**config.mk**
```make
export PLATFORM = sky130hd
export DESIGN_NAME = dac_sync_regbank
export DESIGN_NICKNAME = d
export VERILOG_FILES = /design/src/rtl/dac_bank_pkg.sv /design/src/rtl/dac_addr_decode.sv /design/src/rtl/dac_sync_combine.sv /design/src/rtl/dac_chan_regs.sv /design/src/rtl/dac_sync_regbank.sv
export SDC_FILE = /design/constraint.sdc
export NUM_CORES = 1
export LEC_CHECK = 0
export BUFFER_PORTS_ARGS = -buffer_cell sky130_fd_sc_hd__buf_2
export CAP_MARGIN = 20
export CORE_MARGIN = 8
export CORE_UTILIZATION = 45
export CTS_BUF_LIST = sky130_fd_sc_hd__clkbuf_8 sky130_fd_sc_hd__clkbuf_16
export DETAILED_ROUTE_END_ITERATION = 16
export GPL_ROUTABILITY_DRIVEN = 0
export PLACE_DENSITY = 0.7
export SLEW_MARGIN = 20
export SYNTH_ARGS = -nofsm -noshare
export SYNTH_HDL_FRONTEND = slang
export SYNTH_SLANG_ARGS = --single-unit
```
**constraint.sdc**
```tcl
create_clock -name clk -period 1.4 [get_ports clk]
set_input_delay 0.07 -clock clk [delete_from_list [all_inputs] [get_ports clk]]
set_output_delay 0.07 -clock clk [all_outputs]
set_load 0.01 [all_outputs]
```
**src/rtl/dac_bank_pkg.sv**
```systemverilog
package dac_bank_pkg;
  localparam int CODE_W   = 16;
  localparam int CODE_LSB = 12;
  localparam int CTRL_W   = 8;
  localparam int BW_W     = 4;
  localparam int DATA_W   = 32;

  typedef struct packed {
    logic            wr_ena;   // bit 7: 0 clears and blocks data writes
    logic            ot_en;    // bit 6
    logic [BW_W-1:0] bw;       // bits 5:2
    logic            pull;     // bit 1
    logic            pd;       // bit 0
  } ctrl_t;

  localparam ctrl_t CTRL_RST = '{wr_ena: 1'b0, ot_en: 1'b0, bw: '0, pull: 1'b0, pd: 1'b1};

  function automatic logic [CODE_W-1:0] code_of(input logic [DATA_W-1:0] w);
    return w[CODE_LSB+CODE_W-1:CODE_LSB];
  endfunction
endpackage

```
**src/rtl/dac_addr_decode.sv**
```systemverilog
module dac_addr_decode #(
  parameter int NCH    = 4,
  parameter int ADDR_W = $clog2(NCH) + 3
) (
  input  logic [ADDR_W-1:0]      addr,
  input  logic                   we,
  output logic [NCH-1:0]         data_we,
  output logic [NCH-1:0]         ctrl_we,
  output logic [$clog2(NCH)-1:0] idx,
  output logic                   is_ctrl
);
  localparam int IDX_W = $clog2(NCH);

  assign idx     = addr[ADDR_W-1:3];
  assign is_ctrl = addr[2];

  for (genvar k = 0; k < NCH; k++) begin : g_dec
    assign data_we[k] = we && !is_ctrl && (idx == IDX_W'(k));
    assign ctrl_we[k] = we &&  is_ctrl && (idx == IDX_W'(k));
  end
endmodule

```
**src/rtl/dac_sync_combine.sv**
```systemverilog
module dac_sync_combine #(
  parameter int NCH = 4
) (
  input  logic [NCH*NCH-1:0] sync_flat,   // register k occupies [k*NCH +: NCH]
  output logic [NCH-1:0]     hold
);
  for (genvar n = 0; n < NCH; n++) begin : g_ch
    logic [NCH-1:0] column;
    for (genvar k = 0; k < NCH; k++) begin : g_reg
      assign column[k] = sync_flat[k*NCH + n];
    end
    assign hold[n] = &column;
  end
endmodule

```
**src/rtl/dac_chan_regs.sv**
```systemverilog
module dac_chan_regs
  import dac_bank_pkg::*;
#(
  parameter int NCH = 4
) (
  input  logic              clk,
  input  logic              rst_n,
  input  logic              data_we,
  input  logic              ctrl_we,
  input  logic [CODE_W-1:0] wr_code,
  input  logic [NCH-1:0]    wr_sync,
  input  logic [CTRL_W-1:0] wr_ctrl,
  input  logic              hold_i,
  output ctrl_t             ctrl_q,
  output logic [CODE_W-1:0] shadow_q,
  output logic [NCH-1:0]    sync_q,
  output logic [CODE_W-1:0] active_q
);
  ctrl_t             ctrl_d;
  logic              clear_now;
  logic [CODE_W-1:0] shadow_d, active_d;
  logic [NCH-1:0]    sync_d;

  always_comb begin
    ctrl_d    = ctrl_we ? ctrl_t'(wr_ctrl) : ctrl_q;
    clear_now = !ctrl_d.wr_ena;
    shadow_d  = shadow_q;
    sync_d    = sync_q;
    if (data_we && ctrl_q.wr_ena) begin
      shadow_d = wr_code;
      sync_d   = wr_sync;
    end
    if (clear_now) begin
      shadow_d = '0;
      sync_d   = '0;
    end
    // hold_i reflects stored bits before this edge
    active_d = clear_now ? '0 : (hold_i ? active_q : shadow_d);
  end

  always_ff @(posedge clk or negedge rst_n) begin
    if (!rst_n) begin
      ctrl_q   <= CTRL_RST;
      shadow_q <= '0;
      sync_q   <= '0;
      active_q <= '0;
    end else begin
      ctrl_q   <= ctrl_d;
      shadow_q <= shadow_d;
      sync_q   <= sync_d;
      active_q <= active_d;
    end
  end

  // a held, uncleared channel keeps its active code
  a_r4_hold_freezes: assert property (@(posedge clk) disable iff (!rst_n)
    (hold_i && !clear_now) |=> $stable(active_q));
  // an unheld channel presents its shadow code after the edge
  a_r5_follow_shadow: assert property (@(posedge clk) disable iff (!rst_n)
    (!hold_i && !clear_now) |=> (active_q == shadow_q));
  // clear zeroes every stored copy at once
  a_r7_clear_all: assert property (@(posedge clk) disable iff (!rst_n)
    clear_now |=> (active_q == '0 && shadow_q == '0 && sync_q == '0));
  // data writes to a disabled channel leave nothing behind
  a_r7_write_blocked: assert property (@(posedge clk) disable iff (!rst_n)
    (data_we && !ctrl_q.wr_ena) |=> (shadow_q == '0));
endmodule

```
**src/rtl/dac_sync_regbank.sv**
```systemverilog
module dac_sync_regbank
  import dac_bank_pkg::*;
#(
  parameter int NCH    = 4,
  parameter int ADDR_W = $clog2(NCH) + 3
) (
  input  logic                   clk,
  input  logic                   rst_n,
  input  logic [ADDR_W-1:0]      reg_addr,
  input  logic                   reg_we,
  input  logic [DATA_W-1:0]      reg_wdata,
  output logic [DATA_W-1:0]      reg_rdata,
  output logic [NCH*CODE_W-1:0]  dac_code,
  output logic [NCH-1:0]         dac_pd,
  output logic [NCH-1:0]         dac_pulldown,
  output logic [NCH-1:0]         dac_ot_shdn_en,
  output logic [NCH*BW_W-1:0]    dac_bw
);
  localparam int IDX_W = $clog2(NCH);

  logic [NCH-1:0]     data_we, ctrl_we, hold;
  logic [IDX_W-1:0]   rd_idx;
  logic               rd_ctrl;
  logic [NCH*NCH-1:0] sync_flat;
  ctrl_t              ctrl_q   [NCH];
  logic [CODE_W-1:0]  shadow_q [NCH];
  logic [CODE_W-1:0]  active_q [NCH];
  logic [NCH-1:0]     sync_q   [NCH];
  logic               unused_bits;

  assign unused_bits = ^{reg_wdata[31:28], reg_wdata[11:8], reg_addr[1:0]};

  dac_addr_decode #(.NCH(NCH), .ADDR_W(ADDR_W)) u_dec (
    .addr(reg_addr), .we(reg_we), .data_we(data_we), .ctrl_we(ctrl_we),
    .idx(rd_idx), .is_ctrl(rd_ctrl)
  );

  dac_sync_combine #(.NCH(NCH)) u_hold (.sync_flat(sync_flat), .hold(hold));

  for (genvar k = 0; k < NCH; k++) begin : g_chan
    dac_chan_regs #(.NCH(NCH)) u_ch (
      .clk(clk), .rst_n(rst_n),
      .data_we(data_we[k]), .ctrl_we(ctrl_we[k]),
      .wr_code(code_of(reg_wdata)), .wr_sync(reg_wdata[NCH-1:0]),
      .wr_ctrl(reg_wdata[CTRL_W-1:0]), .hold_i(hold[k]),
      .ctrl_q(ctrl_q[k]), .shadow_q(shadow_q[k]), .sync_q(sync_q[k]),
      .active_q(active_q[k])
    );
    assign sync_flat[k*NCH +: NCH]       = sync_q[k];
    assign dac_code[k*CODE_W +: CODE_W]  = active_q[k];
    assign dac_pd[k]                     = ctrl_q[k].pd;
    assign dac_pulldown[k]               = ctrl_q[k].pull;
    assign dac_ot_shdn_en[k]             = ctrl_q[k].ot_en;
    assign dac_bw[k*BW_W +: BW_W]        = ctrl_q[k].bw;
  end

  always_comb begin
    if (rd_ctrl) reg_rdata = DATA_W'(ctrl_q[rd_idx]);
    else         reg_rdata = (DATA_W'(shadow_q[rd_idx]) << CODE_LSB) | DATA_W'(sync_q[rd_idx]);
  end

  // reserved data fields never read back nonzero
  a_r2_reserved_zero: assert property (@(posedge clk) disable iff (!rst_n)
    !rd_ctrl |-> (reg_rdata[31:28] == 4'h0 && reg_rdata[11:8] == 4'h0));
endmodule

```
== Word level (Yosys, flattened, before mapping) ==
Cells that the tools add are included.

* Flip-flop bits (word level): 176
* Bits in latches: 0
* RAM bits: 0
* Memory bits (read-only): 0
* Output and inout bits: 124
* Word-level logic and storage cells: 104
* Memories kept: 0

* Add/sub/neg operators: 0
* Multipliers: 0
* Divide/modulo/power cells: 0
* $lt $le $gt $ge: 1
* Equality and inequality tests: 11
* Shift-type cells: 0
* Multiplexer cells: 38
* Bitwise gates (word level): 2
* Reduce and logical (&&, ||, !) cells: 20

{| class="wikitable"
|+ Operators by type and width
! kind !! number
|-
| two-way mux 16 bit || 18
|-
| two-way mux 8 bit || 6
|-
| two-way mux 4 bit || 10
|-
| binary-select mux 16 bit (select 2 bit) || 1
|-
| two-way mux 32 bit || 1
|-
| OR 28 x 4 -> 28 bit || 1
|-
| binary-select mux 8 bit (select 2 bit) || 1
|-
| inequality test 2 bit, second input constant || 8
|-
| AND reduction 4 bit || 4
|-
| logical AND 1 bit || 14
|-
| binary-select mux 4 bit (select 2 bit) || 1
|-
| equality test 2 bit, second input constant || 2
|-
| >= comparator 3 bit, second input constant || 1
|-
| inverter 2 -> 3 bit || 1
|-
| equality test 2 x 1 -> 1 bit, second input constant || 1
|-
| zero test 2 bit || 1
|-
| zero test 1 bit || 1
|}

== Depth between registers and ports, before layout ==
Gate-level depths: netlist of run 1.

* Depth in word-level cells: 8
* Gate-level depth with buffers: 6

== Hierarchy ==
Synthesis of run 1 repeated with hierarchy kept, for this count alone.

* Cells, all modules: 729
* Area, all modules: 9198.8 um^2

{| class="wikitable"
|+ By module, submodules not included
! module !! times used !! cells an instance !! area an instance (um^2) !! sequential area each (um^2)
|-
| dac_chan_regs || 4 || 161 || 2028.2 || 1102.3
|-
| dac_sync_regbank || 1 || 70 || 932.1 || 0.0
|-
| dac_addr_decode || 1 || 11 || 118.9 || 0.0
|-
| dac_sync_combine || 1 || 4 || 35.0 || 0.0
|}

== Worst setup path after synthesis of run 1 ==
Ideal clock, no wire load.

* Path kind: in2out
* From: in reg_addr[4]
* To: out reg_rdata[1]
* Data arrival time: 1.287 ns
* Required time: 1.330 ns
* Slack: 0.043 ns
* Stages: 5
* Buffers on the path: 3
* Path through: buf_6 > buf_2 > buf_2 > mux4_2 > mux2_2

* Longest elaborated chain between the ends: 6
* Elaborated cells between the ends (all ways): 9
* Those cells by class: 7 x mux; 2 x bitwise

{| class="wikitable"
|+ RTL lines
! item !! RTL line !! source
|-
| from (decl) || dac_sync_regbank.sv:9 || <nowiki>input logic [ADDR_W-1:0] reg_addr,</nowiki>
|-
| inverter 2 -> 3 bit (implied by the code) (*) || dac_sync_regbank.sv:58, dac_sync_regbank.sv:59 ||
|-
| binary-select mux 4 bit (select 2 bit) || dac_sync_regbank.sv:59 || <nowiki>else reg_rdata = (DATA_W'(shadow_q[rd_idx]) << CODE_LSB) | DATA_W'(sync_q[rd_idx]);</nowiki>
|-
| two-way mux 4 bit (implied by the code) (2 in a row) || dac_sync_regbank.sv:59 ||
|-
| OR 28 x 4 -> 28 bit || dac_sync_regbank.sv:59 ||
|-
| two-way mux 32 bit (*) || dac_sync_regbank.sv:58 || <nowiki>if (rd_ctrl) reg_rdata = DATA_W'(ctrl_q[rd_idx]);</nowiki>
|-
| to (decl) || dac_sync_regbank.sv:12 || <nowiki>output logic [DATA_W-1:0] reg_rdata,</nowiki>
|}

Mark *: on every way between the ends. The rest lies on a longest branch, timed or not. The select of a mux whose other input is x is not followed.

== Final worst setup path of run 1 ==
* From: reg g_chan[2].u_ch.sync_q[0]
* To: out reg_rdata[0]

* Longest elaborated chain between the ends: 5

{| class="wikitable"
|+ RTL lines
! item !! RTL line !! source
|-
| from (decl) || dac_chan_regs.sv:16 || <nowiki>output logic [NCH-1:0] sync_q,</nowiki>
|-
| from (signal assigned) || dac_chan_regs.sv:50 || <nowiki>sync_q <= sync_d;</nowiki>
|-
| binary-select mux 4 bit (select 2 bit) || dac_sync_regbank.sv:59 ||
|-
| two-way mux 4 bit (implied by the code) (2 in a row) || dac_sync_regbank.sv:59 ||
|-
| OR 28 x 4 -> 28 bit || dac_sync_regbank.sv:59 ||
|-
| two-way mux 32 bit || dac_sync_regbank.sv:58 ||
|}

No other way between the ends. The select of a mux whose other input is x is not followed.

==> results.ini, run 1 <==
[pwr]
ir_drop_v = 0.0009391
power_frac_comb = 0.217
switching_power_mw = 3.728
p_clk_frac = 0.356
p_seq_frac = 0.428
swShare = 0.2860
power_mw = 13.04
power.internal_mw = 9.307
power_density_mw_per_mm2 = 1151
p_leak_nw = 5.231

[setup_path]
rrSetupSlack_ns = 0.01
start_kind = flip-flop
endpoint_kind = output pin
crit_fanout = 2
path_buf_inv = 1
slowest_stage = mux4_2
reg2reg_depth = 6
worstSetupPathType = reg -> out
arrival_ns = 1.73
rr_startpoint = g_chan[0].u_ch.ctrl_q[7]$_DFF_PN0_
r2r-end = g_chan[0].u_ch.active_q[7]$_DFFE_PN0P_
cpPeakStageDelay_ns = 0.48
critical_path.cell_chain = mux4_2 -> mux2_4 -> buf_6
critPathTopFamily = multiplexers
required_ns = 1.33

[cells_and_area]
area_delta_synth_final_pct = 32.53
final_cell_mix = dfrtp_1 (172), buf_2 (128), a21oi_1 (80), buf_4 (64), nor2_1 (63)
n_fill_cell = 1506
layout_commonest_cell = dfrtp_1
final_nets = 988
final_layout_size_suffix_gt1_frac = 0.4142
post-route-util = 0.6072
final_area_sq_mm = 0.01132

[floorplan]
core-area_sq_mm = 0.01864
initial_utilization = 0.4582
design.die.area_sq_mm = 0.02365
row_count = 50
io_pins = 164
fp.dieW_microns = 153.8
die_h_microns = 153.8

[global_route]
grt_pass1_wl_microns = 41250
overflow = 0
grt_max_degree = 41
antenna_found_initial = 2
grt_usage = 0.2217
grt_pass1_vias = 7125

[synthesis]
ys.flop_type = dfrtp_1
ys_ff_latch = 176
synth_edf_count = 0
async_flop_share = 1.000
seq_area_frac_synth = 0.5162
ys_warn_count = 0
netlist_area_sq_mm = 0.008542
syn_inst = 760
avgSynthCellArea_sq_um = 11.24
ys_types = 33

[timing]
fmax_mhz = 554.0
whs_ns = 0.1092
worst_slack_ns = -0.4050
setup_tns_ns = -6.660
finalSetupViolCount = 24
min_period_ns = 1.805
rsz0062_at_grt = true
slew_viol_final = 0
final.setup_skew_ns = 0.009151
period_share = 1.289
final_hold_viol_count = 0

[run_status]
status = finished with violations
violations = setup timing

[worst_hold_path]
hold_class = in -> async

[clock_network]
clk_path_buf_depth = 2
cts.sinks = 176
cts_tree = done
h-tree-depth = 4
cts.reportedPaths.clkPinSlew_ns = 0.06
numCtsBuffers = 17
root_buffer = clkbuf_16
clk_latency_ns = 0.43

[job]
maxCapViolCount = 0

[detailed_routing]
ant_nets = 0
drt_iter0_drc = 780
firstDrtPassIters = 6
drcViolationCount = 0
wirelength_microns = 27850
vias = 7454
wl_per_cell_microns = 23.29
viasPerCell = 6.232

[place]
place_area_sq_mm = 0.009754
port_buffers = 145
post-dp-hpwl_microns = 18320

synth_stat cells (all sizes together) (4+ instances only):
master  count  area share
a21oi      80       0.047
a311oi     64       0.072
and2        4      0.0029
buf        72       0.060
clkbuf     36       0.016
dfrtp     172        0.50
dfstp       4       0.012
inv         4      0.0018
mux2       32       0.042
mux2i       4       0.011
mux4       27       0.071
nand3      61       0.036
nand4      25       0.020
nor2       64       0.028
nor2b      18       0.013
o21ai      80       0.047
how the worst max path moves through the flow:
stage / startpoint / end / slack, ns / cells after the start
6_report: g_chan[2].u_ch.sync_q[0]$_DFFE_PN0P_ / reg_rdata[0] / -0.40 / 3
4_1_cts: g_chan[2].u_ch.sync_q[0]$_DFFE_PN0P_ / reg_rdata[0] / -0.40 / 3
3_3_place_gp: reg_addr[3] / reg_rdata[0] / -0.05 / 5
5_1_grt: g_chan[2].u_ch.sync_q[0]$_DFFE_PN0P_ / reg_rdata[0] / -0.44 / 3
2_1_floorplan: reg_addr[4] / reg_rdata[1] / 0.04 / 5
3_5_place_dp: reg_addr[3] / g_chan[1].u_ch.active_q[4]$_DFFE_PN0P_ / -0.12 / 6
routing by layer:
metal / vias to the layer above / share of wire / GRT usage
li1: 3186 / - / -
met1: 3768 / 0.41 / 0.3099
met2: 427 / 0.46 / 0.3184
met3: 71 / 0.096 / 0.06530
met4: 2 / 0.033 / 0.08633
met5: - / 0.00036 / 0
power groups by stage:
| stage | combinational (mW) | sequential, mW | clock (mW) |
|---|---|---|---|
| 2_1_floorplan | 1.49 | 5.64 | 0 |
| 3_3_place_gp | 2.28 | 5.67 | 0 |
| 3_5_place_dp | 2.31 | 5.69 | 0 |
| 4_1_cts | 2.61 | 5.57 | 4.68 |
| 5_1_grt | 2.99 | 5.61 | 4.92 |
| 6_report | 2.83 | 5.57 | 4.63 |
through the flow:
stage	worst slack, ns	cells
after global routing	-0.4377	1196
after global placement	-0.05360	1106
final	-0.4050	1196
after floorplan	0.04324	767
after detailed placement	-0.1242	1106
after CTS	-0.3963	1182
area by class of cell:
class                      instances  area (sq um)  share of cell area
antenna                            1         2.502           0.0002210
clock buffer                      20         466.7             0.04122
clock inverter                    12         110.1            0.009726
tap                              234         292.8             0.02586
timing repair buffer             270          2266              0.2002
sequential                       176          4409              0.3895
multi-input combinational        479          3759              0.3320
inverter                           4         15.01            0.001326
flip-flops by register name, summed over array words and instances (netlist names):
name,flops
g_chan.u_ch.active_q,64
g_chan.u_ch.ctrl_q,32
g_chan.u_ch.shadow_q,64
g_chan.u_ch.sync_q,16
logic make-up (layout without fill, tap and decap cells):
family                 Yosys count  after routing  share of synthesized area
AND/OR/NAND/NOR                183            183                     0.1138
flip-flops                     176            176                     0.5162
buffers and inverters          112            306                    0.07851
other                            1              9                  0.0004390
multiplexers                    63             63                     0.1239
AO/OA/AOI/OAI                  225            225                     0.1671
timing repair:
item	4_1_cts	5_1_grt
pin swaps	4	20
gates cloned	0	7
setup buffers	21	8
endpoints found under the setup margin	24	63
endpoints found under the hold margin	268	0
resized for setup	29	65
hold buffers	24	0
No activity file was read; power rests on OpenSTA's default activity.
==> run 2, diff against run 1 <==
--- a/config.mk
+++ b/config.mk
@@ -5,6 +5,7 @@
 export SDC_FILE = /design/constraint.sdc
 export NUM_CORES = 1
 export LEC_CHECK = 0
+export ABC_AREA = 1
 export BUFFER_PORTS_ARGS = -buffer_cell sky130_fd_sc_hd__buf_2
 export CAP_MARGIN = 20
 export CORE_MARGIN = 8
==> constraint.sdc (replaced) <==
create_clock -name clk -period 1.5 [get_ports clk]
set_input_delay 0.075 -clock clk [delete_from_list [all_inputs] [get_ports clk]]
set_output_delay 0.075 -clock clk [all_outputs]
set_load 0.01 [all_outputs]
==> run 2 against run 1 <==
Net effect:
- the flow now finishes without violations
- cell count up 24%
- sequential cell count unchanged
- synthesized cell count up 43%
- global-route usage about the same
- register-to-register slack better by 0.11 ns
- die area up 0.84%
- synthesized area up 0.94%
- critical path type unchanged
==> results.ini, run 2 <==
[timing]
finalSetupViolCount = 0  ; -100%
final_hold_viol_count = 0  ; unchanged
slew_viol_final = 0  ; unchanged
slew_headroom = 0.6485
final.setup_skew_ns = 0.008710  ; -0.0004411 ns
period_share = 0.9790
rsz0062_at_grt = true
min_period_ns = 1.469
fmax_mhz = 680.9
setup_tns_ns = 0  ; +6.660 ns
worst_slew_pin_slew_ns = 0.5266

[floorplan]
core-area_sq_mm = 0.01877  ; +0.67%
io_pins = 164  ; unchanged
design.die.area_sq_mm = 0.02385  ; +0.84%
die_h_microns = 154.4  ; +0.42%
fp.dieW_microns = 154.4  ; +0.42%
row_count = 50  ; unchanged
initial_utilization = 0.4594  ; +0.001212

[worst_hold_path]
whs_endpoint = g_chan[3].u_ch.ctrl_q[3]$_DFFE_PN0N_
hp-start = reg_wdata[3]
holdPathStages = 3
hold_class = in -> reg

[global_route]
grt_max_degree = 46  ; +12%
antenna_found_initial = 1  ; -1
overflow = 0  ; unchanged
grt_pass1_wl_microns = 41960  ; +1.7%
grt_usage = 0.2215  ; about the same
grt_pass1_vias = 7994  ; +12%

[synthesis]
netlist_area_sq_mm = 0.008622  ; +0.94%
ys.flop_type = dfrtp_1
synth_edf_count = 0  ; unchanged
avgSynthCellArea_sq_um = 7.954  ; -29%
synth_top_area_cell = dfrtp_1
ys_warn_count = 0  ; unchanged
async_flop_share = 1.000  ; unchanged
ys_types = 26  ; -21%
seq_area_frac_synth = 0.5114  ; -0.004794
syn_inst = 1084  ; +43%
synth_common_cells = nand2_1 (326), dfrtp_1 (172), inv_1 (101)
synth.area.top_cells = dfrtp_1 (50%), nand2_1 (14%), nand4_1 (6.2%)
synthMostInstantiatedCell = nand2_1
ys_ff_latch = 176  ; unchanged
yosysTopAreaCellShare = 0.4992  ; -0.004680

[cells_and_area]
layout_commonest_cell = nand2_1
largestRegisters = g_chan.u_ch.active_q x64, g_chan.u_ch.shadow_q x64, g_chan.u_ch.ctrl_q x32
final_layout_size_suffix_gt1_frac = 0.2301  ; -0.1841
final_cells = 1478  ; +24%
final_nets = 1270  ; +29%
area_delta_synth_final_pct = 20.90
final_cell_mix = nand2_1 (325), dfrtp_1 (171), buf_2 (144), nor2_1 (93), inv_1 (92)

[clock_network]
numCtsBuffers = 17  ; unchanged
cts.sinks = 176  ; unchanged
root_buffer = clkbuf_16
cts_tree = done
clk_path_buf_depth = 2  ; unchanged
cts.reportedPaths.clkPinSlew_ns = 0.07  ; about the same
clk_latency_ns = 0.44  ; about the same
h-tree-depth = 4  ; unchanged

[setup_path]
rr_startpoint = g_chan[3].u_ch.ctrl_q[7]$_DFF_PN0_
worstSetupPathType = reg -> out
reg2reg_depth = 6  ; unchanged
r2r-end = g_chan[3].u_ch.active_q[8]$_DFFE_PN0P_
crit_fanout = 6  ; +4
start_kind = flip-flop
endpoint_kind = output pin
arrival_ns = 1.39  ; -0.34 ns
required_ns = 1.42  ; +0.09 ns
rrSetupSlack_ns = 0.12  ; +0.11 ns

[detailed_routing]
ant_nets = 0  ; unchanged
wl_per_cell_microns = 17.74  ; -24%
vias = 7994  ; +7.2%
wirelength_microns = 26220  ; -5.8%
drcViolationCount = 0  ; unchanged
viasPerCell = 5.409  ; -13%
drt_iter0_drc = 810  ; +3.8%
firstDrtPassIters = 5  ; -1

[pwr]
p_leak_nw = 5.402  ; +3.3%
power_density_mw_per_mm2 = 1104  ; -4.1%
ir_drop_v = 0.0008850  ; -5.8%

[run_status]
status = complete, no violations

[place]
port_buffers = 145  ; unchanged
place_inst = 1437  ; +30%
post-dp-hpwl_microns = 19370  ; +5.7%

[job]
maxCapViolCount = 0  ; unchanged

## run 2: cell types whose count changed after synthesis, moves of 10 or more
cell	previous run	this run
nand4_1	24	86
mux4_2	27	0
nor2b_1	18	0
a21oi_1	80	11
nand2_1	2	326
inv_1	3	101
mux2_2	32	0
buf_2	23	13
o22ai_1	0	32
nor2_1	64	99
a311oi_1	55	0
## run 2: report_power, final
part,switching [mW],leakage (nW),internal [mW]
combinational,1.20,2.73,0.626
clock,1.96,0.284,2.52
sequential,0.183,2.39,5.03
## run 2: final cells by class
cell class              instances  area [sq um]
well taps                     234         292.8
flip-flops and latches        176          4410
repair buffers                211          1383
diodes                          1         2.502
inverters                     105         397.9
multi-input cells             719          3344
fillers                      1726          8344
clock inverters                14         153.9
clock buffers                  18         439.2
## run 2: how the worst max path moves through the flow
stage | startpoint | end | slack (ns) | cells past startpoint
finish | g_chan[1].u_ch.ctrl_q[7]$_DFF_PN0_ | reg_rdata[7] | 0.03 | 3
global route | g_chan[2].u_ch.shadow_q[4]$_DFF_PN0_ | reg_rdata[16] | -0.03 | 5
CTS | g_chan[3].u_ch.sync_q[1]$_DFFE_PN0P_ | reg_rdata[1] | 0.004 | 5
detailed placement | reg_addr[3] | g_chan[1].u_ch.shadow_q[5]$_DFF_PN0_ | 0.02 | 8
global placement | reg_addr[3] | g_chan[1].u_ch.shadow_q[8]$_DFF_PN0_ | 0.07 | 8
floorplan | g_chan[0].u_ch.ctrl_q[7]$_DFF_PN0_ | g_chan[0].u_ch.active_q[10]$_DFFE_PN0P_ | 0.21 | 8
## run 2: logic make-up after synthesis
logic type / synth area share
buf+inv: 0.1116
other cells: 0.0004349
simple gates: 0.2944
flops: 0.5114
compound gates: 0.08214
## run 2: through the flow
step	worst slack [ns]	hold WS, ns	utilization	total power [mW]	instance area (sq um)
global placement	0.07018	0.01364	0.5158	7.055	9681
detailed placement	0.01813	0.01566	0.5158	7.081	9681
floorplan	0.2053	-0.2206	-	6.473	8648
finish	0.03145	0.008163	0.5554	11.51	10420
global route	-0.02913	0.05902	0.5554	11.97	10420
CTS	0.004239	0.005810	0.5523	11.56	10370
## run 2: worst max-delay path, cell delays in order, from the launching register on
cell	delay [ns]
dfrtp_1	0.41
nand3_4	0.13
a41oi_2	0.25
buf_2	0.17
## run 2: timing repair
item | CTS | global route
pin swaps | 1 | 13
hold buffers | 7 | 0
gates resized for setup | 4 | 21
endpoints found under the setup margin | 2 | 13
endpoints found under the hold margin | 192 | 0
gates cloned | 0 | 0
buffers inserted | 0 | 1
## run 2: per-layer routing
layer / up-vias / wire length, microns / global-route usage
li1: 3778 / - / -
met1: 3831 / 11650 / 0.2975
met2: 342 / 11830 / 0.3391
met3: 43 / 2014 / 0.05099
met4: 0 / 733 / 0.09193
met5: - / 0 / 0
